## src/rtl/hbus_pkg.sv

```systemverilog
// Package: shared widths, register addresses and handshake states for the
// host register slave. Assumes a 4-bit address and 10-bit data path.
package hbus_pkg;
    localparam int DW = 10;
    localparam int AW = 4;
    localparam int CTRL_FIFO_BIT = 4;

    typedef enum logic [AW-1:0] {
        RA_NONE    = 4'h0,
        RA_CTRL    = 4'h1,
        RA_PRE_LO  = 4'h2,
        RA_PRE_HI  = 4'h3,
        RA_SADDR   = 4'h4,
        RA_IRQ_CTL = 4'h5,
        RA_THRESH  = 4'h6,
        RA_CMD     = 4'h7,
        RA_TXD     = 4'h8,
        RA_RXD     = 4'h9,
        RA_GCALL   = 4'hA,
        RA_STAT    = 4'hB,
        RA_IRQ_FLG = 4'hC,
        RA_SM_STAT = 4'hD,
        RA_TX_CNT  = 4'hE,
        RA_RX_CNT  = 4'hF
    } reg_addr_e;

    typedef enum logic [1:0] {
        HS_IDLE = 2'd0,
        HS_WAIT = 2'd1,
        HS_DONE = 2'd2
    } hs_state_e;
endpackage

```

## src/rtl/hbus_handshake.sv

```systemverilog
// Handshake engine: turns a held request into one access pulse after
// WAIT_STATES extra cycles, then holds the acknowledge until the request
// is removed. Assumes the host holds address and data stable while requesting.
module hbus_handshake
    import hbus_pkg::*;
#(
    parameter int WAIT_STATES = 1
) (
    input  logic clk,
    input  logic rst_n,
    input  logic req_i,
    output logic ack_o,
    output logic acc_o
);
    localparam int CW = $clog2(WAIT_STATES + 2);

    hs_state_e     state_q, state_d;
    logic [CW-1:0] cnt_q, cnt_d;

    // Next-state and access decision.
    always_comb begin
        state_d = state_q;
        cnt_d   = cnt_q;
        acc_o   = 1'b0;
        case (state_q)
            HS_IDLE: if (req_i) begin
                if (WAIT_STATES == 0) begin
                    acc_o   = 1'b1;
                    state_d = HS_DONE;
                end else begin
                    state_d = HS_WAIT;
                    cnt_d   = CW'(1);
                end
            end
            HS_WAIT: begin
                if (!req_i) begin
                    state_d = HS_IDLE;
                end else if (cnt_q == CW'(WAIT_STATES)) begin
                    acc_o   = 1'b1;
                    state_d = HS_DONE;
                end else begin
                    cnt_d = cnt_q + CW'(1);
                end
            end
            HS_DONE: if (!req_i) state_d = HS_IDLE;
            default: state_d = HS_IDLE;
        endcase
    end

    // State and wait counter registers.
    always_ff @(posedge clk) begin
        if (!rst_n) begin
            state_q <= HS_IDLE;
            cnt_q   <= '0;
        end else begin
            state_q <= state_d;
            cnt_q   <= cnt_d;
        end
    end

    assign ack_o = (state_q == HS_DONE);

    p_ack_hold_r1: assert property (@(posedge clk) disable iff (!rst_n)
        (ack_o && req_i) |=> ack_o);
    p_ack_drop_r1: assert property (@(posedge clk) disable iff (!rst_n)
        (ack_o && !req_i) |=> !ack_o);
    p_single_access_r2: assert property (@(posedge clk) disable iff (!rst_n)
        acc_o |=> (!acc_o && ack_o));
endmodule

```

## src/rtl/hbus_irq_flags.sv

```systemverilog
// Interrupt flags: sticky bits set by the core, cleared by host write-one or
// read-clear; a set on the same edge as a clear wins. Drives the request line.
module hbus_irq_flags #(
    parameter int NFLAG = 8
) (
    input  logic             clk,
    input  logic             rst_n,
    input  logic [NFLAG-1:0] set_i,
    input  logic [NFLAG-1:0] wclr_i,
    input  logic             rclr_i,
    input  logic [NFLAG-1:0] en_i,
    input  logic             force_i,
    output logic [NFLAG-1:0] flags_o,
    output logic             irq_o
);
    logic [NFLAG-1:0] clr_mask;

    // Combined clear mask from both clear sources.
    always_comb clr_mask = rclr_i ? '1 : wclr_i;

    // Flag storage with set priority over clear.
    always_ff @(posedge clk) begin
        if (!rst_n) flags_o <= '0;
        else        flags_o <= (flags_o & ~clr_mask) | set_i;
    end

    // Request line from force bit and enabled flags.
    always_comb irq_o = force_i | (|(flags_o & en_i));

    p_set_wins_r12: assert property (@(posedge clk) disable iff (!rst_n)
        (|set_i) |=> ((flags_o & $past(set_i)) == $past(set_i)));
    p_clear_w1c_r10: assert property (@(posedge clk) disable iff (!rst_n)
        ((|wclr_i) && !(|set_i) && !rclr_i) |=> ((flags_o & $past(wclr_i)) == '0));
endmodule

```

## src/rtl/hbus_regfile.sv

```systemverilog
// Register file: configuration storage, read multiplexer with a capture
// register, and one-cycle side-effect pulses. Acts only on acc_i, which the
// handshake raises once per bus cycle.
module hbus_regfile
    import hbus_pkg::*;
#(
    parameter int NFLAG = 8
) (
    input  logic             clk,
    input  logic             rst_n,
    input  logic             acc_i,
    input  logic             we_i,
    input  logic [AW-1:0]    addr_i,
    input  logic [DW-1:0]    wdata_i,
    input  logic [DW-1:0]    rx_data_i,
    input  logic [DW-1:0]    gc_data_i,
    input  logic [DW-1:0]    status_i,
    input  logic [DW-1:0]    sm_status_i,
    input  logic [DW-1:0]    tx_count_i,
    input  logic [DW-1:0]    rx_count_i,
    input  logic [NFLAG-1:0] flags_i,
    output logic [DW-1:0]    rdata_o,
    output logic [7:0]       ctrl_o,
    output logic [15:0]      prescale_o,
    output logic [DW-1:0]    saddr_o,
    output logic [DW-1:0]    thresh_o,
    output logic [7:0]       cmd_o,
    output logic [DW-1:0]    irq_ctl_o,
    output logic [DW-1:0]    tx_data_o,
    output logic             tx_wr_o,
    output logic             core_rst_o,
    output logic             txfifo_rst_o,
    output logic             rxfifo_rst_o,
    output logic             txcnt_clr_o,
    output logic             rxcnt_clr_o,
    output logic [NFLAG-1:0] flag_wclr_o,
    output logic             flag_rclr_o
);
    reg_addr_e     ra;
    logic          wr, rd, fifo_mode;
    logic [DW-1:0] rmux;

    assign ra        = reg_addr_e'(addr_i);
    assign wr        = acc_i &  we_i;
    assign rd        = acc_i & ~we_i;
    assign fifo_mode = ctrl_o[CTRL_FIFO_BIT];

    // Read value selection for the addressed register.
    always_comb begin
        case (ra)
            RA_CTRL:    rmux = DW'(ctrl_o);
            RA_PRE_LO:  rmux = DW'(prescale_o[7:0]);
            RA_PRE_HI:  rmux = DW'(prescale_o[15:8]);
            RA_SADDR:   rmux = saddr_o;
            RA_IRQ_CTL: rmux = irq_ctl_o;
            RA_THRESH:  rmux = thresh_o;
            RA_CMD:     rmux = DW'(cmd_o);
            RA_RXD:     rmux = rx_data_i;
            RA_GCALL:   rmux = gc_data_i;
            RA_STAT:    rmux = status_i;
            RA_IRQ_FLG: rmux = DW'(flags_i);
            RA_SM_STAT: rmux = sm_status_i;
            RA_TX_CNT:  rmux = tx_count_i;
            RA_RX_CNT:  rmux = rx_count_i;
            default:    rmux = '0;
        endcase
    end

    // Flag clear requests, applied on the access edge.
    always_comb begin
        flag_wclr_o = (wr && ra == RA_IRQ_FLG) ? wdata_i[NFLAG-1:0] : '0;
        flag_rclr_o = rd && ra == RA_IRQ_FLG && irq_ctl_o[DW-2];
    end

    // Configuration registers and read capture.
    always_ff @(posedge clk) begin
        if (!rst_n) begin
            ctrl_o     <= '0;
            prescale_o <= '0;
            saddr_o    <= '0;
            thresh_o   <= '0;
            cmd_o      <= '0;
            irq_ctl_o  <= '0;
            tx_data_o  <= '0;
            rdata_o    <= '0;
        end else if (acc_i) begin
            rdata_o <= we_i ? '0 : rmux;
            if (we_i) begin
                case (ra)
                    RA_CTRL:    ctrl_o            <= wdata_i[7:0];
                    RA_PRE_LO:  prescale_o[7:0]   <= wdata_i[7:0];
                    RA_PRE_HI:  prescale_o[15:8]  <= wdata_i[7:0];
                    RA_SADDR:   saddr_o           <= wdata_i;
                    RA_IRQ_CTL: irq_ctl_o         <= wdata_i;
                    RA_THRESH:  thresh_o          <= wdata_i;
                    RA_CMD:     cmd_o             <= wdata_i[7:0];
                    RA_TXD:     tx_data_o         <= wdata_i;
                    default:    ;
                endcase
            end
        end
    end

    // One-cycle side-effect pulses.
    always_ff @(posedge clk) begin
        if (!rst_n) begin
            core_rst_o   <= 1'b0;
            tx_wr_o      <= 1'b0;
            txfifo_rst_o <= 1'b0;
            rxfifo_rst_o <= 1'b0;
            txcnt_clr_o  <= 1'b0;
            rxcnt_clr_o  <= 1'b0;
        end else begin
            core_rst_o   <= wr && (ra == RA_CTRL || ra == RA_PRE_LO || ra == RA_PRE_HI);
            tx_wr_o      <= wr && ra == RA_TXD;
            txfifo_rst_o <= rd && fifo_mode && ra == RA_TXD;
            rxfifo_rst_o <= wr && fifo_mode && ra == RA_RXD;
            txcnt_clr_o  <= wr && ra == RA_TX_CNT;
            rxcnt_clr_o  <= wr && ra == RA_RX_CNT;
        end
    end

    p_core_rst_write_r6: assert property (@(posedge clk) disable iff (!rst_n)
        core_rst_o |-> $past(acc_i && we_i));
    p_pulse_single_r2: assert property (@(posedge clk) disable iff (!rst_n)
        (tx_wr_o || core_rst_o || txcnt_clr_o || rxcnt_clr_o) |=>
        !(tx_wr_o || core_rst_o || txcnt_clr_o || rxcnt_clr_o));
    p_fifo_rst_mode_r7: assert property (@(posedge clk) disable iff (!rst_n)
        (txfifo_rst_o || rxfifo_rst_o) |-> $past(fifo_mode));
endmodule

```

## src/rtl/hbus_regslave.sv

```systemverilog
// Top: host register slave for a two-wire serial controller. Combines the
// handshake engine, the register file and the interrupt flags. Assumes a
// single host that keeps address, direction and data stable during a request.
module hbus_regslave
    import hbus_pkg::*;
#(
    parameter int WAIT_STATES = 1,
    parameter int NFLAG       = 8
) (
    input  logic             clk,
    input  logic             rst_n,
    input  logic             bus_cs,
    input  logic             bus_stb,
    input  logic             bus_we,
    input  logic [3:0]       bus_addr,
    input  logic [9:0]       bus_wdata,
    output logic [9:0]       bus_rdata,
    output logic             bus_ack,
    input  logic [9:0]       core_rx_data,
    input  logic [9:0]       core_gc_data,
    input  logic [9:0]       core_status,
    input  logic [9:0]       core_sm_status,
    input  logic [9:0]       core_tx_count,
    input  logic [9:0]       core_rx_count,
    input  logic [NFLAG-1:0] core_flag_set,
    output logic [7:0]       cfg_ctrl,
    output logic [15:0]      cfg_prescale,
    output logic [9:0]       cfg_saddr,
    output logic [9:0]       cfg_thresh,
    output logic [7:0]       cfg_cmd,
    output logic [9:0]       tx_data,
    output logic             tx_wr,
    output logic             core_rst,
    output logic             txfifo_rst,
    output logic             rxfifo_rst,
    output logic             txcnt_clr,
    output logic             rxcnt_clr,
    output logic             irq
);
    logic             acc;
    logic [NFLAG-1:0] flags, wclr;
    logic             rclr;
    logic [DW-1:0]    irq_ctl;

    hbus_handshake #(.WAIT_STATES(WAIT_STATES)) i_hs (
        .clk   (clk),
        .rst_n (rst_n),
        .req_i (bus_cs & bus_stb),
        .ack_o (bus_ack),
        .acc_o (acc)
    );

    hbus_regfile #(.NFLAG(NFLAG)) i_rf (
        .clk          (clk),
        .rst_n        (rst_n),
        .acc_i        (acc),
        .we_i         (bus_we),
        .addr_i       (bus_addr),
        .wdata_i      (bus_wdata),
        .rx_data_i    (core_rx_data),
        .gc_data_i    (core_gc_data),
        .status_i     (core_status),
        .sm_status_i  (core_sm_status),
        .tx_count_i   (core_tx_count),
        .rx_count_i   (core_rx_count),
        .flags_i      (flags),
        .rdata_o      (bus_rdata),
        .ctrl_o       (cfg_ctrl),
        .prescale_o   (cfg_prescale),
        .saddr_o      (cfg_saddr),
        .thresh_o     (cfg_thresh),
        .cmd_o        (cfg_cmd),
        .irq_ctl_o    (irq_ctl),
        .tx_data_o    (tx_data),
        .tx_wr_o      (tx_wr),
        .core_rst_o   (core_rst),
        .txfifo_rst_o (txfifo_rst),
        .rxfifo_rst_o (rxfifo_rst),
        .txcnt_clr_o  (txcnt_clr),
        .rxcnt_clr_o  (rxcnt_clr),
        .flag_wclr_o  (wclr),
        .flag_rclr_o  (rclr)
    );

    hbus_irq_flags #(.NFLAG(NFLAG)) i_irq (
        .clk     (clk),
        .rst_n   (rst_n),
        .set_i   (core_flag_set),
        .wclr_i  (wclr),
        .rclr_i  (rclr),
        .en_i    (irq_ctl[NFLAG-1:0]),
        .force_i (irq_ctl[DW-1]),
        .flags_o (flags),
        .irq_o   (irq)
    );

    p_rdata_hold_r3: assert property (@(posedge clk) disable iff (!rst_n)
        (bus_ack && bus_cs && bus_stb) |=> (!bus_ack || $stable(bus_rdata)));
    p_no_ack_without_cs_r1: assert property (@(posedge clk) disable iff (!rst_n)
        (!bus_ack && !bus_cs) |=> !bus_ack);
endmodule

```

## config.mk

```make
export PLATFORM = sky130hd
export DESIGN_NAME = hbus_regslave
export DESIGN_NICKNAME = d
export VERILOG_FILES = /design/src/rtl/hbus_pkg.sv /design/src/rtl/hbus_handshake.sv /design/src/rtl/hbus_irq_flags.sv /design/src/rtl/hbus_regfile.sv /design/src/rtl/hbus_regslave.sv
export SDC_FILE = /design/constraint.sdc
export NUM_CORES = 1
export LEC_CHECK = 0
export BUFFER_PORTS_ARGS = -buffer_cell sky130_fd_sc_hd__buf_4
export CAP_MARGIN = 30
export CELL_PAD_IN_SITES_DETAIL_PLACEMENT = 1
export CELL_PAD_IN_SITES_GLOBAL_PLACEMENT = 2
export CORE_ASPECT_RATIO = 0.75
export CORE_UTILIZATION = 28
export CTS_CLUSTER_DIAMETER = 50
export DETAILED_ROUTE_END_ITERATION = 8
export PLACE_DENSITY_LB_ADDON = 0.1
export SYNTH_ARGS = -nofsm -noshare
export SYNTH_HDL_FRONTEND = slang
export SYNTH_SLANG_ARGS = --single-unit
```

## constraint.sdc

```tcl
create_clock -name clk -period 2.78 [get_ports clk]
set_input_delay 0.834 -clock clk [delete_from_list [all_inputs] [get_ports clk]]
set_output_delay 0.834 -clock clk [all_outputs]
set_load 0.01 [all_outputs]
```

==> qor.txt, run 1 <==
Clk_skew -> 0.00933 ns
Post-synth ARST share -> 0
Clock share of power -> 0.426
GR Util met3 -> 0.0464
HPWL Detailed -> 16.2 mm
Via density -> 5.39
Worst-Skew Late Latency -> 0.35 ns
First-pass GRT wire length -> 31.3 mm
CTS tree -> built
GPL Wtd Cong -> 0.869
Final min period -> 2.33 ns
Switch share -> 0.253
Post-Route Setup TNS -> 0 ns
GRT Total Usage -> 0.237
Resized Gates After CTS -> 0
RSZ-0062 raised after global routing -> no
DR vias -> 4869
Post-synth EDFFs -> 0
Warnings, synthesis -> 0
Area grow syn2layout -> 39.0%
DRC -> 0
Vias in the first global route -> 4975
Final Hold Vio Count -> 0
Die area -> 0.0180 mm^2
CP arrival -> 1.50 ns
Worst path slowest cell -> dfxtp_1
P_leak -> 2.82 nW
H-tree depth -> 3
Total chip power -> 3.20 mW
Clk sinks -> 100
Cell-internal power -> 2.39 mW
Initial antenna violation count -> 0
Slew headroom -> 0.605
Share of layout cells above drive strength 1 -> 0.346
Drt pass-1 iters -> 5
Post-Syn Instances -> 519
Met2 Use GR -> 0.381
Flop pwr share -> 0.456
VDD IR-drop max -> 318 uV
Post-Place Cells -> 887
Largest fanout on the critical path -> 3
DR WL/cell -> 23.6 um
Iter 0 DRT Violations -> 327
Min-delay worst type -> reg -> reg
Rows -> 41
Sequential area share after synthesis -> 0.410
Status -> finished clean
Clk buf depth -> 2
Die Ht -> 116 um
Max-cap viol count -> 0
N_diodes -> 0
GR Overflow Total -> 0
#FFs+latches synth -> 100
Predominant post-synthesis flop cell -> dfxtp_1
Root Buffer -> clkbuf_16
Startpoint types -> flip-flop
Number of nets still failing antenna checks after routing -> 0
Crit-path cells -> a22o_1 -> a221oi_1 -> nand3_1 -> buf_4
Critical path endpoint category -> output pin
Largest net degree at the start of global routing -> 49
Syn_nets -> 607
Hold Slack -> 0.468 ns
Clk slew on worst S/H paths -> 0.07 ns
Worst-margin pin slew -> 0.591 ns
GRT met1 Usage -> 0.324
Post-Route WL -> 21.3 mm
Non-filler cells, final -> 903
Post-Syn Area -> 0.00489 mm^2
Hold Buf Count CTS -> 0
Postcts setup bufs -> 0
Num CTS Buffers -> 9
Fmax -> 429 MHz
Most Used Layer, Global Route -> met2
PortBufs -> 166
Crit-path max cell delay -> 0.35 ns
Utilization after layout -> 0.401
Fillcell total -> 1940
Kind of critical path -> reg -> out
Synth Area per Inst -> 9.42 um^2
Tcrit/Tclk final -> 0.838
Max Slew Vio Count -> 0
Worst Path Required -> 1.95 ns
Combinational share of power -> 0.118
Number of placed I/O pins -> 167
Nets -> 771
FF-to-FF path depth -> 7
Library cells used by synthesis -> 51
Psw -> 810 uW
Chip width -> 155 um
Endpoints failing setup -> 0
Starting Density -> 0.289
Hold depth -> 2
Power per Cell Area -> 470 mW/mm^2
Core ar. -> 0.0169 mm^2
[flip-flops by register name, summed over array words and instances, names as in the netlist]
| name | count |
|---|---|
| i_rf.rxcnt_clr_o | 1 |
| i_rf.core_rst_o | 1 |
| i_rf.txcnt_clr_o | 1 |
| i_rf.irq_ctl_o | 10 |
| i_rf.rxfifo_rst_o | 1 |
| i_rf.ctrl_o | 8 |
| i_rf.prescale_o | 16 |
| i_rf.tx_data_o | 10 |
| i_rf.tx_wr_o | 1 |
| i_irq.flags_o | 8 |
| i_rf.txfifo_rst_o | 1 |
| i_rf.rdata_o | 10 |
| i_rf.saddr_o | 10 |
| i_hs.state_q | 2 |
| i_rf.thresh_o | 10 |
| i_rf.cmd_o | 8 |
| i_hs.cnt_q | 2 |
[layout make-up]
cell class | instances | area (um^2) | share of cell area
repair buffers | 199 | 1510 | 0.222
multi-input cells | 369 | 2680 | 0.395
flip-flops and latches | 100 | 2000 | 0.295
inverters | 4 | 15.0 | 0.00221
clock inverters | 4 | 55.1 | 0.00810
well taps | 215 | 269 | 0.0396
clock buffers | 12 | 267 | 0.0392
[cell usage in the layout (no fill, tap or decap), types with 7 or more instances in the layout]
| cell | n |
|---|---|
| a32o_1 | 12 |
| dfxtp_1 | 100 |
| clkbuf_16 | 9 |
| buf_4 | 198 |
| nand3_1 | 7 |
| nor2_1 | 76 |
| a21oi_1 | 15 |
| a22oi_1 | 19 |
| mux2_2 | 8 |
| a221oi_1 | 16 |
| nand2_1 | 22 |
| mux2i_1 | 79 |
| nor2b_1 | 25 |
[synth_stat cells (6+ instances only)]
cell type | instances | area [um^2]
a21oi_1 | 15 | 75.1
a221oi_1 | 16 | 140
a22o_1 | 6 | 52.6
a22oi_1 | 19 | 143
a32o_1 | 12 | 120
and3_1 | 6 | 37.5
buf_2 | 13 | 65.1
clkbuf_1 | 28 | 105
dfxtp_1 | 100 | 2000
mux2_2 | 8 | 90.1
mux2i_1 | 79 | 791
nand2_1 | 22 | 82.6
nand3_1 | 7 | 35.0
nor2_1 | 76 | 285
nor2b_1 | 25 | 156
nor3_1 | 7 | 35.0
o21ai_0 | 6 | 30.0
o22ai_1 | 6 | 37.5
[per-stage QoR]
stage,setup WS [ns],cell area (um^2)
2_1_floorplan,0.602,4890
3_3_place_gp,0.227,6470
3_5_place_dp,0.112,6470
4_1_cts,0.429,6800
5_1_grt,0.353,6800
6_report,0.450,6800
[critical path: cells and delay by family, from the launching register on]
kind	cells	cell delay, ns
AO/OA/AOI/OAI	2	0.46
buffers and inverters	1	0.18
flip-flops	1	0.35
AND/OR/NAND/NOR	1	0.16
[worst paths after layout]
kind / start / to / slack [ns]
setup / recovery: i_irq.flags_o[1]$_SDFF_PN0_ / irq / 0.45
hold / removal: i_rf.rdata_o[9]$_SDFFE_PN0N_ / i_rf.rdata_o[9]$_SDFFE_PN0N_ / 0.47
setup reg to reg: i_hs.cnt_q[0]$_SDFFE_PN0P_ / i_rf.saddr_o[9]$_SDFFE_PN0P_ / 0.84
hold reg to reg: i_rf.rdata_o[9]$_SDFFE_PN0N_ / i_rf.rdata_o[9]$_SDFFE_PN0N_ / 0.47
[power groups by stage]
stage          Sequential (mW)  Combinational (mW)  Clock, mW
6_report                  1.46               0.376       1.36
5_1_grt                   1.46               0.398       1.44
3_3_place_gp              1.49               0.368          0
3_5_place_dp              1.49               0.374          0
2_1_floorplan             1.48               0.176          0
4_1_cts                   1.46               0.375       1.39
[cells by family (layout without fill, tap and decap cells)]
logic type      count (synthesis)  after routing  synth area share
mux                            89             89             0.189
flops                         100            100             0.410
fa+ha+maj                       1              1           0.00256
buf+inv                        50            219            0.0440
simple gates                  173            173             0.187
compound gates                106            106             0.168
[per-layer routing]
metal / vias to the layer above / part of all wire
met4: 0 / 0.019
met1: 2420 / 0.47
met2: 186 / 0.45
li1: 2238 / -
met5: - / 0
met3: 25 / 0.063
Note: power is estimated with default switching activity, not from simulation.
==> run 2, diff against run 1 <==
--- a/config.mk
+++ b/config.mk
@@ -5,12 +5,13 @@
 export SDC_FILE = /design/constraint.sdc
 export NUM_CORES = 1
 export LEC_CHECK = 0
+export ABC_AREA = 1
 export BUFFER_PORTS_ARGS = -buffer_cell sky130_fd_sc_hd__buf_4
 export CAP_MARGIN = 30
 export CELL_PAD_IN_SITES_DETAIL_PLACEMENT = 1
 export CELL_PAD_IN_SITES_GLOBAL_PLACEMENT = 2
 export CORE_ASPECT_RATIO = 0.75
-export CORE_UTILIZATION = 28
+export CORE_UTILIZATION = 23
 export CTS_CLUSTER_DIAMETER = 50
 export DETAILED_ROUTE_END_ITERATION = 8
 export PLACE_DENSITY_LB_ADDON = 0.1
==> constraint.sdc (replaced) <==
create_clock -name clk -period 1.9 [get_ports clk]
set_input_delay 0.57 -clock clk [delete_from_list [all_inputs] [get_ports clk]]
set_output_delay 0.57 -clock clk [all_outputs]
set_load 0.01 [all_outputs]
==> qor.txt, run 2 <==
Status -> finished, violations left
Violated checks -> setup timing
Worst Path Required -> 1.33 ns
Die Ht -> 128 um
Post-Place Cells -> 1197
Post-Syn Instances -> 742
GRT Total Usage -> 0.213
Vias in the first global route -> 5912
VDD IR-drop max -> 374 uV
Combinational share of power -> 0.113
Syn_nets -> 830
Worst-Skew Late Latency -> 0.36 ns
Clk slew on worst S/H paths -> 0.07 ns
Hold depth -> 3
Clock share of power -> 0.426
Endpoints failing setup -> 4
Post-Route WL -> 23.2 mm
Top cells by count, synth -> 159 x nand2_1, 150 x nor2_1, 100 x dfxtp_1, 94 x nand3_1, 76 x o21ai_0
Switch share -> 0.257
Clk_skew -> 0.00943 ns
Hold_sp -> core_flag_set[4]
Worst-margin pin slew -> 0.426 ns
R2R Path End -> i_rf.ctrl_o[3]$_SDFFE_PN0P_
Final Hold Vio Count -> 0
R2R setup slack -> -0.03 ns
Post-synth EDFFs -> 0
Sequential area share after synthesis -> 0.412
Psw -> 1.18 mW
CTS tree -> built
Commonest non-fill, non-tap cell in the layout -> buf_4
Initial antenna violation count -> 0
Hold Buf Count CTS -> 0
Rows -> 45
Post-synth ARST share -> 0
Iter 0 DRT Violations -> 318
Via density -> 4.72
Cell-internal power -> 3.43 mW
Area of the multi-input gates -> 0.00258 mm^2
RSZ-0062 raised after global routing -> yes
Clk sinks -> 100
Power per Cell Area -> 636 mW/mm^2
Final setup margin -> -0.0702 ns
HPWL Detailed -> 17.7 mm
Number of nets still failing antenna checks after routing -> 0
Non-filler cells, final -> 1223
Flop pwr share -> 0.461
Register Area -> 0.00201 mm^2
First-pass GRT wire length -> 34.3 mm
Warnings, synthesis -> 0
Most area-hungry cell type in the Yosys netlist -> dfxtp_1
Largest fanout on the critical path -> 2
Critical R2R Launch -> i_hs.cnt_q[0]$_SDFFE_PN0P_
Critical path endpoint category -> output pin
Worst path bufs/invs -> 1
Kind of critical path -> reg -> out
Crit-path cells -> a22o_1 -> a221oi_2 -> nand3_1 -> buf_4
Hold Slack -> 0.423 ns
FF-to-FF path depth -> 9
Min-delay worst type -> in -> reg
Predominant post-synthesis flop cell -> dfxtp_1
Root Buffer -> clkbuf_16
Library cells used by synthesis -> 28
Chip width -> 170 um
PortBufs -> 166
Area grow syn2layout -> 49.3%
Total chip power -> 4.62 mW
DR vias -> 5771
Tcrit/Tclk final -> 1.04
Most flops, register -> i_rf.prescale_o
Synth Area per Inst -> 6.55 um^2
H-tree depth -> 3
Share of layout cells above drive strength 1 -> 0.302
Number of placed I/O pins -> 167
CP top delay family -> compound AO/OA/AOI/OAI gates
Drt pass-1 iters -> 5
DR WL/cell -> 19.0 um
Starting Density -> 0.237
Core ar. -> 0.0205 mm^2
Fillcell total -> 2584
Largest net degree at the start of global routing -> 45
Max-cap viol count -> 0
GR Overflow Total -> 0
Die area -> 0.0217 mm^2
P_leak -> 3.37 nW
Slew headroom -> 0.715
Num CTS Buffers -> 9
GPL Wtd Cong -> 0.830
Largest register FFs -> 16
Startpoint types -> flip-flop
Max Slew Vio Count -> 0
Nets -> 1024
Hold Path Sink -> i_irq.flags_o[4]$_SDFF_PN0_
#FFs+latches synth -> 100
Worst path slowest cell -> dfxtp_2
CP arrival -> 1.40 ns
Final min period -> 1.97 ns
Crit-path max cell delay -> 0.33 ns
Fmax -> 508 MHz
Critical path origin -> i_irq.flags_o[2]$_SDFF_PN0_
DRC -> 0
Most numerous cell in the Yosys netlist -> nand2_1
Post-Syn Area -> 0.00486 mm^2
N_diodes -> 0
Clk buf depth -> 2
Post-synth top area share -> 0.412
Synth top area cells -> dfxtp_1 41%, nand2_1 12%, nor2_1 12%
Most frequent cells in the layout -> 209 x buf_4, 157 x nand2_1, 143 x nor2_1, 94 x nand3_1, 93 x dfxtp_1
## run 2: power groups by stage
stage          clock (mW)  combinational [mW]  sequential [mW]
6_report             1.97               0.522             2.13
5_1_grt              2.09               0.562             2.13
4_1_cts              2.03               0.513             2.13
3_5_place_dp            0               0.505             2.17
3_3_place_gp            0               0.500             2.17
2_1_floorplan           0               0.187             2.17
## run 2: worst max-delay path by stage
stage	end	slack (ns)	depth (start not counted)
finish	irq	-0.07	4
global route	irq	-0.13	4
CTS	irq	-0.07	4
detailed placement	i_rf.rdata_o[0]$_SDFFE_PN0N_	-0.19	11
global placement	i_rf.rdata_o[0]$_SDFFE_PN0N_	-0.17	11
floorplan	i_rf.ctrl_o[5]$_SDFFE_PN0P_	0.15	8
## run 2: routing by layer
| layer | share of wire | vias up | global-route usage |
|---|---|---|---|
| met5 | 0 | - | 0 |
| met4 | 0.011 | 0 | 0.0525 |
| met3 | 0.042 | 14 | 0.0333 |
| met2 | 0.47 | 153 | 0.353 |
| met1 | 0.48 | 2812 | 0.289 |
| li1 | - | 2792 | - |
## run 2: worst reg2reg max path, stage by stage (launching register included)
cell and delay (ns):
dfxtp_2 0.37, ha_4 0.15, nand2_4 0.06, nor3_4 0.29, nand2_2 0.15, buf_6 0.16, nor2_4 0.13, clkinvlp_4 0.21
buf_6 0.20, a21oi_1 0.16
## run 2: metrics by stage
| stage | TNS, ns | cell area (um^2) | utilization | setup WS, ns |
|---|---|---|---|---|
| detailed placement | -6.14 | 6730 | 0.328 | -0.194 |
| global route | -0.915 | 7260 | 0.354 | -0.127 |
| finish | -0.147 | 7260 | 0.354 | -0.0702 |
| floorplan | 0 | 4860 | - | 0.155 |
| global placement | -4.14 | 6730 | 0.328 | -0.172 |
| CTS | -0.0681 | 7090 | 0.346 | -0.0681 |
## run 2: cell families after synthesis
kind of cell,Yosys count,share of synthesized area
DFF,100,0.412
and+or+nand+nor,425,0.372
AOI/OAI and AO/OA,128,0.138
buffers and inverters,88,0.0754
adders and majority gates,1,0.00257
## run 2: final cells by class
class	count	share of cell area
clock buffers	11	0.0348
clock inverters	5	0.00828
inverters	48	0.0259
multi-input cells	554	0.356
flip-flops and latches	100	0.277
well taps	282	0.0486
repair buffers	223	0.249
## run 2: timing repair
| item | CTS | global route |
|---|---|---|
| buffers inserted | 3 | 7 |
| gates cloned | 0 | 0 |
| pin swaps | 2 | 6 |
| endpoints found under the setup margin | 6 | 52 |
| gates resized for setup | 8 | 36 |
